[src/rtl/bwpt_pkg.sv]
package bwpt_pkg;

    typedef enum logic {
        PH_OPEN = 1'b0,
        PH_SHUT = 1'b1
    } phase_e;

endpackage

[src/rtl/bwpt_phase_timer.sv]
module bwpt_phase_timer
    import bwpt_pkg::*;
#(
    parameter int CNT_W = 16
) (
    input  logic             clk,
    input  logic             rst_n,
    input  logic [CNT_W-1:0] on_len,
    input  logic [CNT_W-1:0] off_len,
    output logic             open_o,
    output logic             wrap_o
);

    localparam int EXT_W = CNT_W + 1;

    typedef struct packed {
        phase_e           phase;
        logic [CNT_W-1:0] cnt;
    } timer_st_t;

    timer_st_t st_d, st_q;

    logic [EXT_W-1:0] elapsed;
    logic [EXT_W-1:0] on_eff;
    logic             on_done;
    logic             off_done;

    always_comb begin
        elapsed  = {1'b0, st_q.cnt} + EXT_W'(1);
        on_eff   = (on_len == '0) ? EXT_W'(1) : {1'b0, on_len};
        on_done  = elapsed >= on_eff;
        off_done = elapsed >= {1'b0, off_len};
        st_d     = st_q;
        wrap_o   = 1'b0;
        st_d.cnt = st_q.cnt + CNT_W'(1);
        if (st_q.phase == PH_OPEN) begin
            if (on_done) begin
                st_d.cnt = '0;
                if (off_len == '0) begin
                    wrap_o = 1'b1;
                end else begin
                    st_d.phase = PH_SHUT;
                end
            end
        end else begin
            if (off_done) begin
                st_d.cnt   = '0;
                st_d.phase = PH_OPEN;
                wrap_o     = 1'b1;
            end
        end
    end

    always_ff @(posedge clk) begin
        if (!rst_n) begin
            st_q.phase <= PH_OPEN;
            st_q.cnt   <= '0;
        end else begin
            st_q <= st_d;
        end
    end

    assign open_o = (st_q.phase == PH_OPEN);

endmodule

[src/rtl/bwpt_word_meter.sv]
module bwpt_word_meter #(
    parameter int WORD_W = 16,
    parameter int LEN_W  = 9
) (
    input  logic              clk,
    input  logic              rst_n,
    input  logic              wrap,
    input  logic              fire,
    input  logic [LEN_W-1:0]  len,
    output logic [WORD_W-1:0] words_o
);

    localparam int SUM_W = WORD_W + 1;
    localparam int PAD_W = SUM_W - LEN_W;

    typedef struct packed {
        logic [WORD_W-1:0] words;
    } meter_st_t;

    meter_st_t st_d, st_q;

    logic [SUM_W-1:0] sum;

    always_comb begin
        sum  = {1'b0, st_q.words} + {{PAD_W{1'b0}}, len};
        st_d = st_q;
        if (wrap) begin
            st_d.words = '0;
        end else if (fire) begin
            st_d.words = sum[WORD_W] ? {WORD_W{1'b1}} : sum[WORD_W-1:0];
        end
    end

    always_ff @(posedge clk) begin
        if (!rst_n) begin
            st_q.words <= '0;
        end else begin
            st_q <= st_d;
        end
    end

    assign words_o = st_q.words;

endmodule

[src/rtl/bwpt_admit.sv]
module bwpt_admit #(
    parameter int WORD_W = 16
) (
    input  logic              open_i,
    input  logic [WORD_W-1:0] words,
    input  logic [WORD_W-1:0] cap,
    input  logic              up_valid,
    input  logic              dn_ready,
    output logic              up_ready,
    output logic              dn_valid,
    output logic              fire
);

    logic cap_ok;
    logic allow;

    always_comb begin
        cap_ok   = (cap == '0) || (words < cap);
        allow    = open_i && cap_ok;
        up_ready = dn_ready && allow;
        dn_valid = up_valid && allow;
        fire     = up_valid && dn_ready && allow;
    end

endmodule

[src/rtl/bw_pulse_throttle.sv]
module bw_pulse_throttle #(
    parameter int CNT_W  = 16,
    parameter int WORD_W = 16,
    parameter int LEN_W  = 9
) (
    input  logic              clk,
    input  logic              rst_n,
    input  logic [CNT_W-1:0]  cfg_on_len,
    input  logic [CNT_W-1:0]  cfg_off_len,
    input  logic [WORD_W-1:0] cfg_cap,
    input  logic              up_valid,
    output logic              up_ready,
    input  logic [LEN_W-1:0]  up_len,
    output logic              dn_valid,
    input  logic              dn_ready,
    output logic [LEN_W-1:0]  dn_len,
    output logic              phase_open,
    output logic [WORD_W-1:0] words_used
);

    logic pulse_wrap;
    logic hs_fire;

    bwpt_phase_timer #(.CNT_W(CNT_W)) i_timer (
        .clk     (clk),
        .rst_n   (rst_n),
        .on_len  (cfg_on_len),
        .off_len (cfg_off_len),
        .open_o  (phase_open),
        .wrap_o  (pulse_wrap)
    );

    bwpt_word_meter #(.WORD_W(WORD_W), .LEN_W(LEN_W)) i_meter (
        .clk     (clk),
        .rst_n   (rst_n),
        .wrap    (pulse_wrap),
        .fire    (hs_fire),
        .len     (up_len),
        .words_o (words_used)
    );

    bwpt_admit #(.WORD_W(WORD_W)) i_admit (
        .open_i   (phase_open),
        .words    (words_used),
        .cap      (cfg_cap),
        .up_valid (up_valid),
        .dn_ready (dn_ready),
        .up_ready (up_ready),
        .dn_valid (dn_valid),
        .fire     (hs_fire)
    );

    assign dn_len = up_len;

endmodule

[config.mk]
export PLATFORM = sky130hd
export DESIGN_NAME = bw_pulse_throttle
export DESIGN_NICKNAME = d
export VERILOG_FILES = /design/src/rtl/bwpt_pkg.sv /design/src/rtl/bwpt_phase_timer.sv /design/src/rtl/bwpt_word_meter.sv /design/src/rtl/bwpt_admit.sv /design/src/rtl/bw_pulse_throttle.sv
export SDC_FILE = /design/constraint.sdc
export NUM_CORES = 1
export LEC_CHECK = 0
export CELL_PAD_IN_SITES_DETAIL_PLACEMENT = 2
export CELL_PAD_IN_SITES_GLOBAL_PLACEMENT = 2
export CORE_MARGIN = 2
export CORE_UTILIZATION = 28
export CTS_BUF_LIST = sky130_fd_sc_hd__clkbuf_16
export CTS_CLUSTER_DIAMETER = 100
export DETAILED_ROUTE_END_ITERATION = 12
export GPL_TIMING_DRIVEN = 0
export PLACE_DENSITY_LB_ADDON = 0.08
export SLEW_MARGIN = 20
export SYNTH_ARGS = -nofsm -noshare
export SYNTH_HDL_FRONTEND = slang
export SYNTH_SLANG_ARGS = --single-unit
[constraint.sdc]
create_clock -name clk -period 3.8 [get_ports clk]
set_clock_uncertainty 0.05 [all_clocks]
set_input_delay 0.57 -clock clk [delete_from_list [all_inputs] [get_ports clk]]
set_output_delay 0.57 -clock clk [all_outputs]
set_load 0.02 [all_outputs]
==> results.txt, run 1 <==
Vias per inst: 5.16
Total core area: 11,400 um2
Post-Syn Area per Cell: 8.34 um2
Vias: 3,256
Layout fillers: 1,321
Ranking of synthesized cells by area: ha_1, dfxtp_1, inv_1
Peak VDD IR: 0.143 mV
Net Count, Synth: 511
Fin crit share: 94.1%
Leakage: 2.08 nW
Arr. time, crit path: 3.71 ns
Ys flop type: dfxtp_1
Most frequent cells in the layout: clkdlybuf4s50_1, ha_1, inv_1, dfxtp_1, nor2_1
Yosys warns: 0
Gpl congestion: 0.785
Synth area leader: ha_1
Total negative slack: 0 ns
Number of remaining DRC errors: 0
Post-DP HPWL: 9.54 mm
Worst R2R Path Depth: 15
Max frequency: 280 MHz
Startpoint Class: flip-flop
Critical R2R Launch: i_timer.st_q[2]
Post-layout min period: 3.57 ns
TritonCTS clock tree: yes
Ys async rst share: 0%
Post-Syn Area: 3270 um2
Hold Path Depth: 2
Root Driver: clkbuf_16
Crit path kind: flip-flop to flip-flop
H-tree levels: 2
Critical path endpoint category: flip-flop
Final Setup Violations: 0
Die W: 112 um
Clk buf depth: 2
First-pass GRT wire length: 18.2 mm
I/O Pins: 89
Area of the multi-input gates: 2360 um2
Row count: 39
Commonest non-fill, non-tap cell in the layout: clkdlybuf4s50_1
Gr usage total: 17.8%
Clock Sinks: 33
DRT Pass-1 Iters: 4
Final instance area: 4510 um2
Post-synth EDFFs: 0
Worst EP required: 3.94 ns
Setup slack, reg-to-reg: 0.23 ns
Later-pin clock latency in the skew report: 0.28 ns
Worst r2r dst: i_meter.words_o[2]
Worst slew pin tran: 0.551 ns
Unrepaired setup endpoints after global routing: yes
Vias in the first global route: 3,471
Largest net degree at the start of global routing: 11
Congestion Overflow GR: 0
Final design utilization: 39.5%
Worst hold path class: flip-flop to flip-flop
Initial antenna violation count: 0
I/O Buffers: 88
TritonCTS Buffers: 5
Share of cells above drive strength 1: 8.81%
Outcome: finished clean
First-iteration detailed-routing DRC count: 69
Post-synthesis sequential area ratio: 20.2%
Worst Path Max Fanout: 10
Netlist cell types: 57
Cts hold-fix bufs: 0
Area growth syn-to-layout: 37.8%
Gate Count Post-Synth: 392
Cell area power density: 258 nW/um2
Placed Instance Area: 4330 um2
Hold Vio Cnt, Final: 0
Max Cap Viol: 0
WL final: 11.1 mm
#FFs+latches synth: 33
DR WL/cell: 17.6 um
Share of Yosys cell area claimed by the top area cell type: 21.8%
Routed Antenna Nets: 0
Worst-path clk slew: 0.06 ns
Hold worst-path end: i_meter.words_o[0]
Pins over their slew limit: 0
Chip height: 112 um
Seq. cell area: 661 um2
Slew margin rel.: 62.9%
Initial core utilization: 28.6%
Hold Crit Start: i_meter.words_o[0]
Final #Nets: 606
Die area: 12,600 um2
Antenna Cells: 0
## where the power goes
part | switching (mW) | internal (mW) | total [mW]
sequential | 0.0255 | 0.362 | 0.388
combinational | 0.199 | 0.194 | 0.393
clock | 0.146 | 0.237 | 0.382
total | 0.370 | 0.793 | 1.16
## through the flow
| stage | power, mW | hold WS [ns] | std cells | worst slack (ns) |
|---|---|---|---|---|
| after floorplan | 0.609 | 0.421 | 392 | 0.754 |
| after global routing | 1.24 | 0.486 | 631 | -0.0429 |
| after CTS | 1.18 | 0.462 | 631 | 0.0688 |
| final | 1.16 | 0.460 | 631 | 0.226 |
| after detailed placement | 0.791 | 0.457 | 623 | -0.0403 |
| after global placement | 0.775 | 0.454 | 623 | 0.0272 |
## cell families after synthesis
kind of cell	count (synthesis)	share of synthesized area, %
AO/OA/AOI/OAI	89	21.3
XOR/XNOR	19	5.09
adder cells (fa/ha/maj)	58	22.4
buffers and inverters	64	8.76
flip-flops	33	20.2
AND/OR/NAND/NOR	129	22.2
## Yosys cell counts, types with 2 or more instances
library cell	number
o21a_1	3
o31a_1	2
a21o_1	2
o21ai_0	14
a31oi_1	10
nand2b_1	5
o2111ai_1	2
nor2_1	24
nand4_1	9
a311oi_1	5
a21oi_1	20
xor2_1	11
a21oi_4	2
inv_1	51
a211oi_1	4
or3_1	3
buf_4	10
a211oi_2	7
dfxtp_1	33
xnor2_1	8
and3_1	18
nand2_1	14
nand3_1	14
and2_1	5
nor3_1	6
ha_1	57
nor4_1	12
nor2b_1	10
a21boi_0	2
nor3_2	2
## area by class of cell
type	count	share of cell area (%)
plain buffers	13	2.11
clock buffers	5	2.78
clock inverters	3	0.278
inverters	51	4.25
multi-input cells	295	52.3
flip-flops and latches	33	14.7
well taps	143	3.97
repair buffers	88	19.7
## per-layer routing
metal	track usage (%)	wire length (um)
met1	25.5	5510
met2	29.3	5210
met3	2.92	328
met4	2.28	65
met5	0	0
## critical path, cell delays in order (launching register included)
cell	delay, ns
dfxtp_1	0.41
and4_4	0.29
and2_1	0.15
nand2_1	0.10
nor2_4	0.20
and3_1	0.19
xor2_1	0.29
ha_1	0.31
nand3_1	0.12
a2bb2oi_1	0.20
a21oi_1	0.13
nor4_1	0.37
o2bb2ai_4	0.20
o21ai_4	0.12
buf_6	0.18
a211oi_2	0.16
## registers in the layout, indices dropped and copies added, names as in the netlist
name             cells
i_meter.words_o     16
i_timer.st_q        17
## what timing repair did
item / 4_1_cts / 5_1_grt
setup endpoints to repair: 9 / 33
setup buffers: 0 / 0
resized for setup: 1 / 8
## how the worst max path moves through the flow
stage               startpoint                  to  slack [ns]
2_1_floorplan  i_timer.st_q[2]  i_meter.words_o[2]        0.75
3_3_place_gp     cfg_on_len[8]  i_meter.words_o[8]        0.03
3_5_place_dp     cfg_on_len[8]  i_meter.words_o[2]       -0.04
4_1_cts        i_timer.st_q[2]  i_meter.words_o[2]        0.07
5_1_grt        i_timer.st_q[2]  i_meter.words_o[2]       -0.04
6_report       i_timer.st_q[2]  i_meter.words_o[2]        0.23
(Power assumes the default switching activity.)
==> run 2, diff against run 1 <==
==> constraint.sdc (replaced) <==
create_clock -name clk -period 3.8 [get_ports clk]
set_clock_uncertainty 0.05 [all_clocks]
set_input_delay 0.76 -clock clk [delete_from_list [all_inputs] [get_ports clk]]
set_output_delay 0.76 -clock clk [all_outputs]
set_load 0.02 [all_outputs]
==> run 2 against run 1 <==
Net effect:
- wire length hardly changed
- core utilization is 0.088 points higher
- flip-flop and latch count stayed put
- largest cell class unchanged
- final area is 0.22% higher
- register-to-register slack hardly changed
- combinational power hardly changed
==> results.txt, run 2 (same netlist as run 1, synthesis figures left out) <==
Outcome: finished clean
Leakage: 2.07 nW
Die area: 12,600 um2
Commonest non-fill, non-tap cell in the layout: clkdlybuf4s50_1
Max incr delay on CP: 0.42 ns
Fin crit share: 95.5%
H-tree levels: 2
Peak VDD IR: 0.143 mV
Unrepaired setup endpoints after global routing: yes
Arr. time, crit path: 3.77 ns
Final design utilization: 39.6%
Gr usage total: 17.9%
Worst EP required: 3.94 ns
Vias in the first global route: 3,486
Initial core utilization: 28.6%
Clk buf depth: 2
Reg with most FFs: i_timer.st_q
Clock Sinks: 33
Startpoint Class: input pin
Area growth syn-to-layout: 38.2%
Later-pin clock latency in the skew report: 0.28 ns
Final #Nets: 607
Worst hold path class: flip-flop to flip-flop
Number of remaining DRC errors: 0
Number of flip-flops in the largest register: 17
DR WL/cell: 17.6 um
Chip height: 112 um
Row count: 39
Placed Cells: 623
Final Setup Violations: 0
TritonCTS clock tree: yes
Largest net degree at the start of global routing: 11
Total negative slack: 0 ns
Root Driver: clkbuf_16
Pins over their slew limit: 0
I/O Buffers: 88
Most frequent cells in the layout: clkdlybuf4s50_1, ha_1, inv_1, dfxtp_1, nor2_1
Post-DP HPWL: 9.54 mm
Critical path endpoint category: flip-flop
Worst-path clk slew: 0.05 ns
Share of cells above drive strength 1: 9.61%
Crit path kind: input pin to flip-flop
Max Cap Viol: 0
TritonCTS Buffers: 5
Antenna Cells: 0
DRT Pass-1 Iters: 4
Crit path max-delay family: compound AO/OA/AOI/OAI gates
Total core area: 11,400 um2
Area of the multi-input gates: 2370 um2
Initial antenna violation count: 0
First-iteration detailed-routing DRC count: 71
WL final: 11.1 mm
Layout fillers: 1,315
Routed Antenna Nets: 0
Gpl congestion: 0.785
Non-Filler Instances: 632
First-pass GRT wire length: 18.2 mm
Vias per inst: 5.15
Worst path bufs/invs: 2
Critical path cell sequence: clkdlybuf4s50_1 -> nor4_1 -> a41o_1 -> ha_1 -> or3b_1 -> o2111ai_1 -> a21oi_1 -> o41ai_4 -> o2bb2ai_4 -> o21ai_4 -> buf_6 -> a211oi_2
Worst slew pin tran: 0.553 ns
Setup ws final: 0.172 ns
CP max stage cell: clkdlybuf4s50_1
Cell area power density: 258 nW/um2
Post-layout min period: 3.63 ns
Die W: 112 um
Seq. cell area: 661 um2
I/O Pins: 89
Hold Vio Cnt, Final: 0
Pwr Total: 1.16 mW
Worst Path Max Fanout: 10
Max frequency: 276 MHz
Place WS: -0.280 ns
Setup slack, reg-to-reg: 0.23 ns
Vias: 3,257
Congestion Overflow GR: 0
Slew margin rel.: 62.8%
Cts hold-fix bufs: 0
-- run 2: cell count changes in the layout (fill, tap and decap cells not counted) --
cell / change
buf_4: +1
clkbuf_2: +2
dlymetal6s2s_1: -2
nor4_1: -1
nor4_2: +1
o41ai_2: -1
o41ai_4: +1
-- run 2: layout make-up --
class	count	area share, %
timing repair buffer	89	19.4
clock inverter	3	0.277
tap	143	3.96
inverter	51	4.24
buffer	13	2.11
clock buffer	5	2.77
sequential	33	14.6
multi-input combinational	295	52.6
-- run 2: timing repair --
item,in CTS,in global routing
setup buffers,1,0
endpoints found under the setup margin,11,33
pin swaps,1,1
resized for setup,3,12
-- run 2: final timing paths --
check                          start            endpoint  cells past startpoint
hold reg to reg   i_meter.words_o[0]  i_meter.words_o[0]                      2
hold / removal    i_meter.words_o[0]  i_meter.words_o[0]                      2
setup reg to reg     i_timer.st_q[2]  i_meter.words_o[2]                     15
setup / recovery       cfg_on_len[1]  i_meter.words_o[2]                     12
-- run 2: worst register-to-register path, stage by stage, from the launching register on --
cell and delay [ns]:
dfxtp_1 0.41, and4_4 0.29, and2_1 0.15, nand2_1 0.10, nor2_4 0.20, and3_1 0.20, xor2_1 0.30, ha_1 0.31
nand3_1 0.12, a2bb2oi_1 0.19, a21oi_1 0.12, nor4_1 0.37, o2bb2ai_4 0.20, o21ai_4 0.12, buf_6 0.18, a211oi_2 0.17
-- run 2: report_power, final --
| group | switching (mW) | total (mW) | internal [mW] |
|---|---|---|---|
| clock network | 0.146 | 0.382 | 0.237 |
| logic | 0.200 | 0.393 | 0.194 |
| registers | 0.0254 | 0.388 | 0.362 |
| total | 0.371 | 1.16 | 0.793 |
-- run 2: per-layer routing --
layer  GRT usage [%]  vias up  part of all wire [%]
li1                -     1624                     -
met1            25.6     1586                    50
met2            29.5       43                    47
met3            2.92        4                   3.0
met4            2.28        0                  0.59
met5               0        -                     0
-- run 2: metrics by stage --
| stage | area (um2) | hold slack (ns) |
|---|---|---|
| after floorplan | 3270 | 0.421 |
| after global placement | 4330 | 0.454 |
| after detailed placement | 4330 | 0.457 |
| after CTS | 4470 | 0.462 |
| after global routing | 4520 | 0.486 |
| final | 4520 | 0.460 |
